===== src/rtl/tsch_seq_pkg.sv =====
package tsch_seq_pkg;

  typedef enum logic [1:0] {
    ROLE_SLEEP = 2'b00,
    ROLE_TX    = 2'b01,
    ROLE_RX    = 2'b10,
    ROLE_RSV   = 2'b11
  } slot_role_e;

  typedef enum logic [1:0] {
    OP_SEC_DATA   = 2'd0,
    OP_UNSEC_DATA = 2'd1,
    OP_SEC_ACK    = 2'd2,
    OP_UNSEC_ACK  = 2'd3
  } sec_op_e;

  typedef enum logic [3:0] {
    S_IDLE,
    S_TX_SEC,
    S_TX_WAIT_OFF,
    S_TX_WAIT_ACK,
    S_TX_ACK_RX,
    S_TX_UNSEC,
    S_RX_LISTEN,
    S_RX_UNSEC,
    S_RX_SECACK,
    S_RX_WAIT_ACKTX,
    S_DONE
  } slot_state_e;

endpackage


===== src/rtl/tsch_cfg_latch.sv =====
module tsch_cfg_latch #(
  parameter int TW            = 16,
  parameter int MAX_TX_TICKS  = 4256,
  parameter int MAX_ACK_TICKS = 2400
) (
  input  logic          clk,
  input  logic          rst,
  input  logic          load,
  input  logic [TW-1:0] in_len,
  input  logic [TW-1:0] in_off,
  input  logic [TW-1:0] in_dly,
  input  logic [TW-1:0] in_guard,
  input  logic [TW-1:0] in_unsec,
  output logic [TW-1:0] q_len,
  output logic [TW-1:0] q_off,
  output logic [TW-1:0] q_dly,
  output logic [TW-1:0] q_guard,
  output logic          cfg_viol
);
  localparam int SW = TW + 3;
  localparam logic [SW-1:0] W_TX  = SW'(MAX_TX_TICKS);
  localparam logic [SW-1:0] W_ACK = SW'(MAX_ACK_TICKS);

  logic [SW-1:0] need;
  logic          short_slot;

  // Minimum slot: offset, data window, turnaround, ack window, ack check
  assign need       = SW'(in_off) + W_TX + SW'(in_dly) + W_ACK + SW'(in_unsec);
  assign short_slot = SW'(in_len) < need;

  always_ff @(posedge clk) begin
    if (rst || load) begin
      q_len    <= in_len;
      q_off    <= in_off;
      q_dly    <= in_dly;
      q_guard  <= in_guard;
      cfg_viol <= short_slot;
    end
  end
endmodule


===== src/rtl/tsch_slot_timer.sv =====
module tsch_slot_timer #(
  parameter int TW = 16,
  parameter int AW = 40
) (
  input  logic          clk,
  input  logic          rst,
  input  logic [TW-1:0] slot_len,
  output logic [TW-1:0] tick,
  output logic          last,
  output logic [AW-1:0] asn
);
  // A zero length behaves like a one-tick slot
  assign last = ({1'b0, tick} + (TW+1)'(1)) >= {1'b0, slot_len};

  always_ff @(posedge clk) begin
    if (rst) begin
      tick <= '0;
      asn  <= '0;
    end else if (last) begin
      tick <= '0;
      asn  <= asn + AW'(1);
    end else begin
      tick <= tick + TW'(1);
    end
  end
endmodule


===== src/rtl/tsch_slot_fsm.sv =====
module tsch_slot_fsm
  import tsch_seq_pkg::*;
#(
  parameter int TW           = 16,
  parameter int MAX_TX_TICKS = 4256
) (
  input  logic          clk,
  input  logic          rst,
  input  logic [TW-1:0] tick,
  input  logic          last,
  input  logic [1:0]    role,
  input  logic [TW-1:0] tx_off,
  input  logic [TW-1:0] ack_dly,
  input  logic [TW-1:0] ack_guard,
  input  logic          sec_done,
  input  logic          sec_fail,
  input  logic          rx_sof,
  input  logic          rx_eof,
  output logic          sec_req,
  output logic [1:0]    sec_op,
  output logic          radio_rx_en,
  output logic          radio_tx_start,
  output logic          radio_tx_ack,
  output logic          q_pop,
  output logic          tcorr_apply,
  output logic          tx_fail,
  output logic          slot_err,
  output logic [3:0]    ovr
);
  localparam int DW = TW + 2;
  localparam logic [DW-1:0] W_TX = DW'(MAX_TX_TICKS);

  slot_state_e   state;
  logic [DW-1:0] tick_w, tick_n, off_w, ack_at, deadline;

  assign tick_w   = DW'(tick);
  assign tick_n   = tick_w + DW'(1);
  assign off_w    = DW'(tx_off);
  assign deadline = off_w + W_TX + DW'(ack_dly) + DW'(ack_guard);

  always_comb begin
    sec_req     = 1'b0;
    sec_op      = OP_SEC_DATA;
    radio_rx_en = 1'b0;
    case (state)
      S_TX_SEC:    begin sec_req = 1'b1; sec_op = OP_SEC_DATA;   end
      S_TX_UNSEC:  begin sec_req = 1'b1; sec_op = OP_UNSEC_ACK;  end
      S_RX_UNSEC:  begin sec_req = 1'b1; sec_op = OP_UNSEC_DATA; end
      S_RX_SECACK: begin sec_req = 1'b1; sec_op = OP_SEC_ACK;    end
      S_TX_WAIT_ACK, S_TX_ACK_RX, S_RX_LISTEN: radio_rx_en = 1'b1;
      default: ;
    endcase
  end

  // Registered pulses are set one tick ahead (tick_n) so they land on the target tick
  always_ff @(posedge clk) begin
    if (rst) begin
      state          <= S_IDLE;
      ack_at         <= '0;
      radio_tx_start <= 1'b0;
      radio_tx_ack   <= 1'b0;
      q_pop          <= 1'b0;
      tcorr_apply    <= 1'b0;
      tx_fail        <= 1'b0;
      slot_err       <= 1'b0;
      ovr            <= '0;
    end else begin
      radio_tx_start <= 1'b0;
      radio_tx_ack   <= 1'b0;
      q_pop          <= 1'b0;
      tcorr_apply    <= 1'b0;
      tx_fail        <= 1'b0;
      slot_err       <= 1'b0;
      ovr            <= '0;
      case (state)
        S_IDLE: begin
          if (tick == '0) begin
            if (role == ROLE_TX)      state <= S_TX_SEC;
            else if (role == ROLE_RX) state <= S_RX_LISTEN;
            else                      state <= S_DONE;
          end
        end
        S_TX_SEC: begin
          if (sec_fail) begin
            tx_fail <= 1'b1;
            state   <= S_DONE;
          end else if (sec_done) begin
            if (tick_n >= off_w) begin
              radio_tx_start <= 1'b1;
              state          <= S_TX_WAIT_ACK;
            end else begin
              state <= S_TX_WAIT_OFF;
            end
          end else if (tick_n >= off_w) begin
            ovr[OP_SEC_DATA] <= 1'b1;
            slot_err         <= 1'b1;
            state            <= S_DONE;
          end
        end
        S_TX_WAIT_OFF: begin
          if (tick_n >= off_w) begin
            radio_tx_start <= 1'b1;
            state          <= S_TX_WAIT_ACK;
          end
        end
        S_TX_WAIT_ACK: begin
          if (rx_sof) begin
            state <= S_TX_ACK_RX;
          end else if (tick_w >= deadline) begin
            tx_fail <= 1'b1;
            state   <= S_DONE;
          end
        end
        S_TX_ACK_RX: begin
          if (rx_eof) state <= S_TX_UNSEC;
        end
        S_TX_UNSEC: begin
          if (sec_done) begin
            q_pop       <= 1'b1;
            tcorr_apply <= 1'b1;
            state       <= S_DONE;
          end else if (sec_fail) begin
            tx_fail <= 1'b1;
            state   <= S_DONE;
          end else if (last) begin
            ovr[OP_UNSEC_ACK] <= 1'b1;
            slot_err          <= 1'b1;
          end
        end
        S_RX_LISTEN: begin
          if (rx_eof) begin
            ack_at <= tick_w + DW'(ack_dly);
            state  <= S_RX_UNSEC;
          end
        end
        S_RX_UNSEC: begin
          if (sec_fail) begin
            state <= S_DONE;
          end else if (sec_done) begin
            if (tick_n >= ack_at) begin
              ovr[OP_SEC_ACK] <= 1'b1;
              slot_err        <= 1'b1;
              state           <= S_DONE;
            end else begin
              state <= S_RX_SECACK;
            end
          end else if (tick_n >= ack_at) begin
            ovr[OP_UNSEC_DATA] <= 1'b1;
            slot_err           <= 1'b1;
            state              <= S_DONE;
          end
        end
        S_RX_SECACK: begin
          if (sec_fail) begin
            state <= S_DONE;
          end else if (sec_done) begin
            if (tick_n >= ack_at) begin
              radio_tx_start <= 1'b1;
              radio_tx_ack   <= 1'b1;
              state          <= S_DONE;
            end else begin
              state <= S_RX_WAIT_ACKTX;
            end
          end else if (tick_n >= ack_at) begin
            ovr[OP_SEC_ACK] <= 1'b1;
            slot_err        <= 1'b1;
            state           <= S_DONE;
          end
        end
        S_RX_WAIT_ACKTX: begin
          if (tick_n >= ack_at) begin
            radio_tx_start <= 1'b1;
            radio_tx_ack   <= 1'b1;
            state          <= S_DONE;
          end
        end
        default: ;
      endcase
      if (last) state <= S_IDLE;
    end
  end
endmodule


===== src/rtl/tsch_slot_seq.sv =====
module tsch_slot_seq #(
  parameter int TW         = 16,
  parameter int AW         = 40,
  parameter int TICK_NS    = 1000,
  parameter int TX_WIN_NS  = 4256000,
  parameter int ACK_WIN_NS = 2400000
) (
  input  logic          clk,
  input  logic          rst,
  input  logic [TW-1:0] cfg_slot_len,
  input  logic [TW-1:0] cfg_tx_offset,
  input  logic [TW-1:0] cfg_ack_delay,
  input  logic [TW-1:0] cfg_ack_guard,
  input  logic [TW-1:0] cfg_ack_unsec,
  input  logic [1:0]    sched_role,
  input  logic          sec_done,
  input  logic          sec_fail,
  input  logic          rx_sof,
  input  logic          rx_eof,
  output logic [AW-1:0] asn,
  output logic          cfg_viol,
  output logic          sec_req,
  output logic [1:0]    sec_op,
  output logic          radio_rx_en,
  output logic          radio_tx_start,
  output logic          radio_tx_ack,
  output logic          q_pop,
  output logic          tcorr_apply,
  output logic          tx_fail,
  output logic          slot_err,
  output logic [3:0]    ovr
);
  localparam int MAX_TX_TICKS  = TX_WIN_NS / TICK_NS;
  localparam int MAX_ACK_TICKS = ACK_WIN_NS / TICK_NS;

  logic [TW-1:0] len_q, off_q, dly_q, guard_q, tick;
  logic          last;

  tsch_cfg_latch #(
    .TW(TW), .MAX_TX_TICKS(MAX_TX_TICKS), .MAX_ACK_TICKS(MAX_ACK_TICKS)
  ) u_cfg (
    .clk(clk), .rst(rst), .load(last),
    .in_len(cfg_slot_len), .in_off(cfg_tx_offset), .in_dly(cfg_ack_delay),
    .in_guard(cfg_ack_guard), .in_unsec(cfg_ack_unsec),
    .q_len(len_q), .q_off(off_q), .q_dly(dly_q), .q_guard(guard_q),
    .cfg_viol(cfg_viol)
  );

  tsch_slot_timer #(.TW(TW), .AW(AW)) u_timer (
    .clk(clk), .rst(rst), .slot_len(len_q),
    .tick(tick), .last(last), .asn(asn)
  );

  tsch_slot_fsm #(.TW(TW), .MAX_TX_TICKS(MAX_TX_TICKS)) u_fsm (
    .clk(clk), .rst(rst), .tick(tick), .last(last), .role(sched_role),
    .tx_off(off_q), .ack_dly(dly_q), .ack_guard(guard_q),
    .sec_done(sec_done), .sec_fail(sec_fail), .rx_sof(rx_sof), .rx_eof(rx_eof),
    .sec_req(sec_req), .sec_op(sec_op), .radio_rx_en(radio_rx_en),
    .radio_tx_start(radio_tx_start), .radio_tx_ack(radio_tx_ack),
    .q_pop(q_pop), .tcorr_apply(tcorr_apply), .tx_fail(tx_fail),
    .slot_err(slot_err), .ovr(ovr)
  );
endmodule


===== config.mk =====
export PLATFORM = sky130hd
export DESIGN_NAME = tsch_slot_seq
export DESIGN_NICKNAME = d
export VERILOG_FILES = /design/src/rtl/tsch_seq_pkg.sv /design/src/rtl/tsch_cfg_latch.sv /design/src/rtl/tsch_slot_timer.sv /design/src/rtl/tsch_slot_fsm.sv /design/src/rtl/tsch_slot_seq.sv
export SDC_FILE = /design/constraint.sdc
export NUM_CORES = 1
export LEC_CHECK = 0
export ABC_AREA = 1
export BUFFER_PORTS_ARGS = -buffer_cell sky130_fd_sc_hd__buf_2
export CAP_MARGIN = 40
export CORE_ASPECT_RATIO = 2
export CORE_MARGIN = 1.5
export CORE_UTILIZATION = 55
export DETAILED_ROUTE_END_ITERATION = 8
export HOLD_SLACK_MARGIN = 0.08
export PLACE_DENSITY = 0.76
export SYNTH_ARGS = -nofsm -noshare
export SYNTH_HDL_FRONTEND = slang
export SYNTH_SLANG_ARGS = --single-unit

===== constraint.sdc =====
create_clock -name clk -period 8.6 [get_ports clk]
set_input_delay 1.72 -clock clk [delete_from_list [all_inputs] [get_ports clk]]
set_output_delay 1.72 -clock clk [all_outputs]
set_load 0.1 [all_outputs]

==> flow_summary.json <==
{
  "synthCells": 1629,
  "synth.ff_latch_count": 151,
  "p_int_mw": 1.60,
  "place.gp.congestion": 1.01,
  "max_freq_mhz": 176,
  "synth_warnings": 0,
  "grt_start_max_net_pins": 52,
  "maxCapViolCount": 0,
  "clockRootBuffer": "clkbuf_16",
  "dieArea_um2": 23700,
  "fp.dieH_um": 216,
  "path_clk_slew_ps": 60,
  "setup_viol": 0,
  "worstPathMaxFanout": 4,
  "worst_pin_slew_ps": 906,
  "gr-total-overflow": 0,
  "min_period_over_period": 0.659,
  "r2r-start": "u_timer.tick[0]",
  "synth_nets": 1902,
  "seqPwrFrac": 0.311,
  "firstDrtPassIters": 7,
  "syn_to_final_growth_pct": 12.2,
  "port_buffers": 142,
  "combPwrFrac": 0.396,
  "power.leakage_nw": 7.01,
  "drtAntennaViolNets": 0,
  "hold_viol_final": 0,
  "antenna_found_initial": 0,
  "end_kind": "flop",
  "switching_power_mw": 1.01,
  "io_pins": 143,
  "post-place-ws_ps": 2510,
  "holdWs_ps": 471,
  "synth_top_cell_by_area": "edfxtp_1",
  "p_sw_frac": 0.387,
  "routed_via_density": 5.47,
  "avgSynthCellArea_um2": 7.67,
  "cts_tree": "done",
  "post-cts-setup-buffers": 0,
  "hp-class": "reg2reg",
  "power_density_nw_per_um2": 186,
  "crit_arrival_ps": 5980,
  "grt_pass1_wl_um": 56000,
  "ctsResizeCount": 0,
  "fin_crit_ps": 5670,
  "ctsHoldBuffers": 0,
  "maxSlewHeadroom": 0.390,
  "die_w_um": 110,
  "grt.total_usage": 0.318,
  "synthTopCellsByArea": "edfxtp_1 16%, ha_1 15%, dfxtp_1 14%",
  "r2r_end": "u_cfg.q_guard[4]",
  "drt_iter0_markers": 567,
  "crit_start": "cfg_tx_offset[5]",
  "cts.sinks": 151,
  "finClkSkew_ps": 10.1,
  "cts_buffer_depth": 2,
  "setup_ws_ps": 2930,
  "drive_gt1_frac": 0.139,
  "start_util": 0.562,
  "clockPowerShare": 0.293,
  "ir_drop_mv": 0.148,
  "grt_pass1_vias": 11800,
  "reg2reg_depth": 22,
  "drcViolationCount": 0,
  "place_area_um2": 13400,
  "fin_setup_tns_ps": 0,
  "rows": 77,
  "synth-seq-area-share": 0.294,
  "wl_per_cell_um": 17.4,
  "critPathKind": "in2reg",
  "numCtsBuffers": 17,
  "r2r_slack_ps": 3370,
  "totalPowerFinal_mw": 2.62,
  "netlist.area_leader.share": 0.156,
  "clk_latency_ps": 450,
  "crit_path_start_kind": "primary input",
  "n_antenna_cell": 0,
  "crit_path_end": "u_cfg.cfg_viol",
  "grt_setup_unrepaired": "false",
  "status": "finished, final reports clean",
  "wirelength_um": 36000,
  "routed-via-count": 11300,
  "ctsHtreeMaxLevel": 4,
  "stdcell_area_um2": 14000,
  "fin_nets": 2050,
  "hpwl_um": 29000,
  "slew_violations": 0,
  "required_ps": 8910,
  "core-area_um2": 22300,
  "synthDistinctLibCells": 46,
  "synth_area_um2": 12500
}
## kinds of logic after synthesis
family          share of synthesized area
xor+xnor                           0.0645
compound gates                      0.109
buf+inv                             0.103
fa+ha+maj                           0.206
flops                               0.294
simple gates                        0.223
## Yosys cell counts (all sizes together)
| library cell | instances |
|---|---|
| nand2 | 357 |
| inv | 304 |
| nor2 | 155 |
| ha | 150 |
| a21oi | 135 |
| dfxtp | 86 |
| xor2 | 71 |
| edfxtp | 65 |
| nand3 | 57 |
| o21ai | 54 |
| fa | 35 |
| nor3 | 34 |
| xnor2 | 21 |
| nand4 | 20 |
| nor4 | 15 |
| o21bai | 11 |
| buf | 9 |
| clkbuf | 9 |
| a31oi | 8 |
| a21o | 6 |
| o211ai | 5 |
| a211oi | 3 |
| a21boi | 3 |
| nand3b | 3 |
| nor3b | 2 |
| o2111ai | 2 |
| o31ai | 2 |
| or2 | 2 |
| a41oi | 1 |
| and2 | 1 |
| and3b | 1 |
| o221ai | 1 |
| or3 | 1 |
## final cells by class
type,count,area (µm²)
Sequential cell,151,3670
Clock buffer,22,454
Fill cell,2022,8230
Inverter,304,1140
Clock inverter,10,128
Timing Repair Buffer,147,741
Tap cell,276,345
Multi-Input combinational cell,1156,7540
## cell usage in the layout (no fill, tap or decap), drive strengths merged
cell type  count
a211oi         3
a21boi         3
a21o           6
a21oi        135
a31oi          8
a41oi          1
and2           1
and3b          1
buf          144
bufinv         3
clkbuf        25
clkinv         6
clkinvlp       1
dfxtp         86
edfxtp        65
fa            35
ha           150
inv          304
nand2        357
nand3         57
nand3b         3
nand4         20
nor2         155
nor3          34
nor3b          2
nor4          15
o2111ai        2
o211ai         5
o21ai         54
o21bai        11
o221ai         1
o31ai          2
or2            2
or3            1
xnor2         21
xor2          71
## registers in the layout, indices dropped and copies added, names as in the netlist
name                  cells
u_cfg.q_guard            16
u_fsm.radio_tx_ack        1
u_cfg.q_dly              16
u_cfg.q_len              16
u_timer.tick             16
u_fsm.tcorr_apply         1
u_cfg.cfg_viol            1
u_fsm.state               4
u_fsm.radio_tx_start      1
u_fsm.ovr                 4
u_fsm.tx_fail             1
u_cfg.q_off              16
u_fsm.slot_err            1
u_fsm.ack_at             17
u_timer.asn              40
## worst min-delay path by stage
stage                          from              end  slack (ps)  depth (start not counted)
floorplan           u_fsm.ack_at[2]  u_fsm.ack_at[2]         430                          2
global placement    u_fsm.ack_at[2]  u_fsm.ack_at[2]         460                          2
detailed placement  u_fsm.ack_at[2]  u_fsm.ack_at[2]         470                          2
CTS                 u_fsm.ack_at[2]  u_fsm.ack_at[2]         480                          2
global route        u_fsm.ack_at[2]  u_fsm.ack_at[2]         510                          2
finish              u_fsm.ack_at[2]  u_fsm.ack_at[2]         470                          2
## power by group through the flow
| stage | Clock [mW] | Sequential, mW | Combinational (mW) |
|---|---|---|---|
| floorplan | 0 | 0.845 | 0.731 |
| global placement | 0 | 0.828 | 0.997 |
| CTS | 0.776 | 0.812 | 1.03 |
| finish | 0.766 | 0.813 | 1.04 |
| global route | 0.796 | 0.816 | 1.16 |
| detailed placement | 0 | 0.827 | 1.02 |
## worst max-delay path, stage by stage
cell	delay (ps)
buf_2	130
ha_1	220
o21ai_0	440
nand3b_1	210
o21ai_0	140
xnor2_1	170
fa_1	480
inv_1	40
ha_1	290
ha_1	370
nand2_1	130
nor2_1	170
nand3_1	90
o2111ai_1	190
xnor2_1	180
ha_1	280
nand2_1	90
nor2_1	50
a211oi_1	210
nand2_1	100
a21oi_1	130
nor2_1	50
nand4_1	90
## per-layer routing
layer | up-vias | track usage | wire length (µm)
met1 | 5182 | 0.253 | 11500
met5 | - | 0 | 0
met2 | 365 | 0.601 | 19600
met3 | 189 | 0.0580 | 1290
li1 | 5571 | - | -
met4 | 0 | 0.305 | 3630
## through the flow
step / instances / util
global placement: 2031 / 0.603
CTS: 2063 / 0.629
finish: 2066 / 0.630
global route: 2066 / 0.630
floorplan: 1629 / -
detailed placement: 2031 / 0.603
No activity file was read; power rests on OpenSTA's default activity.
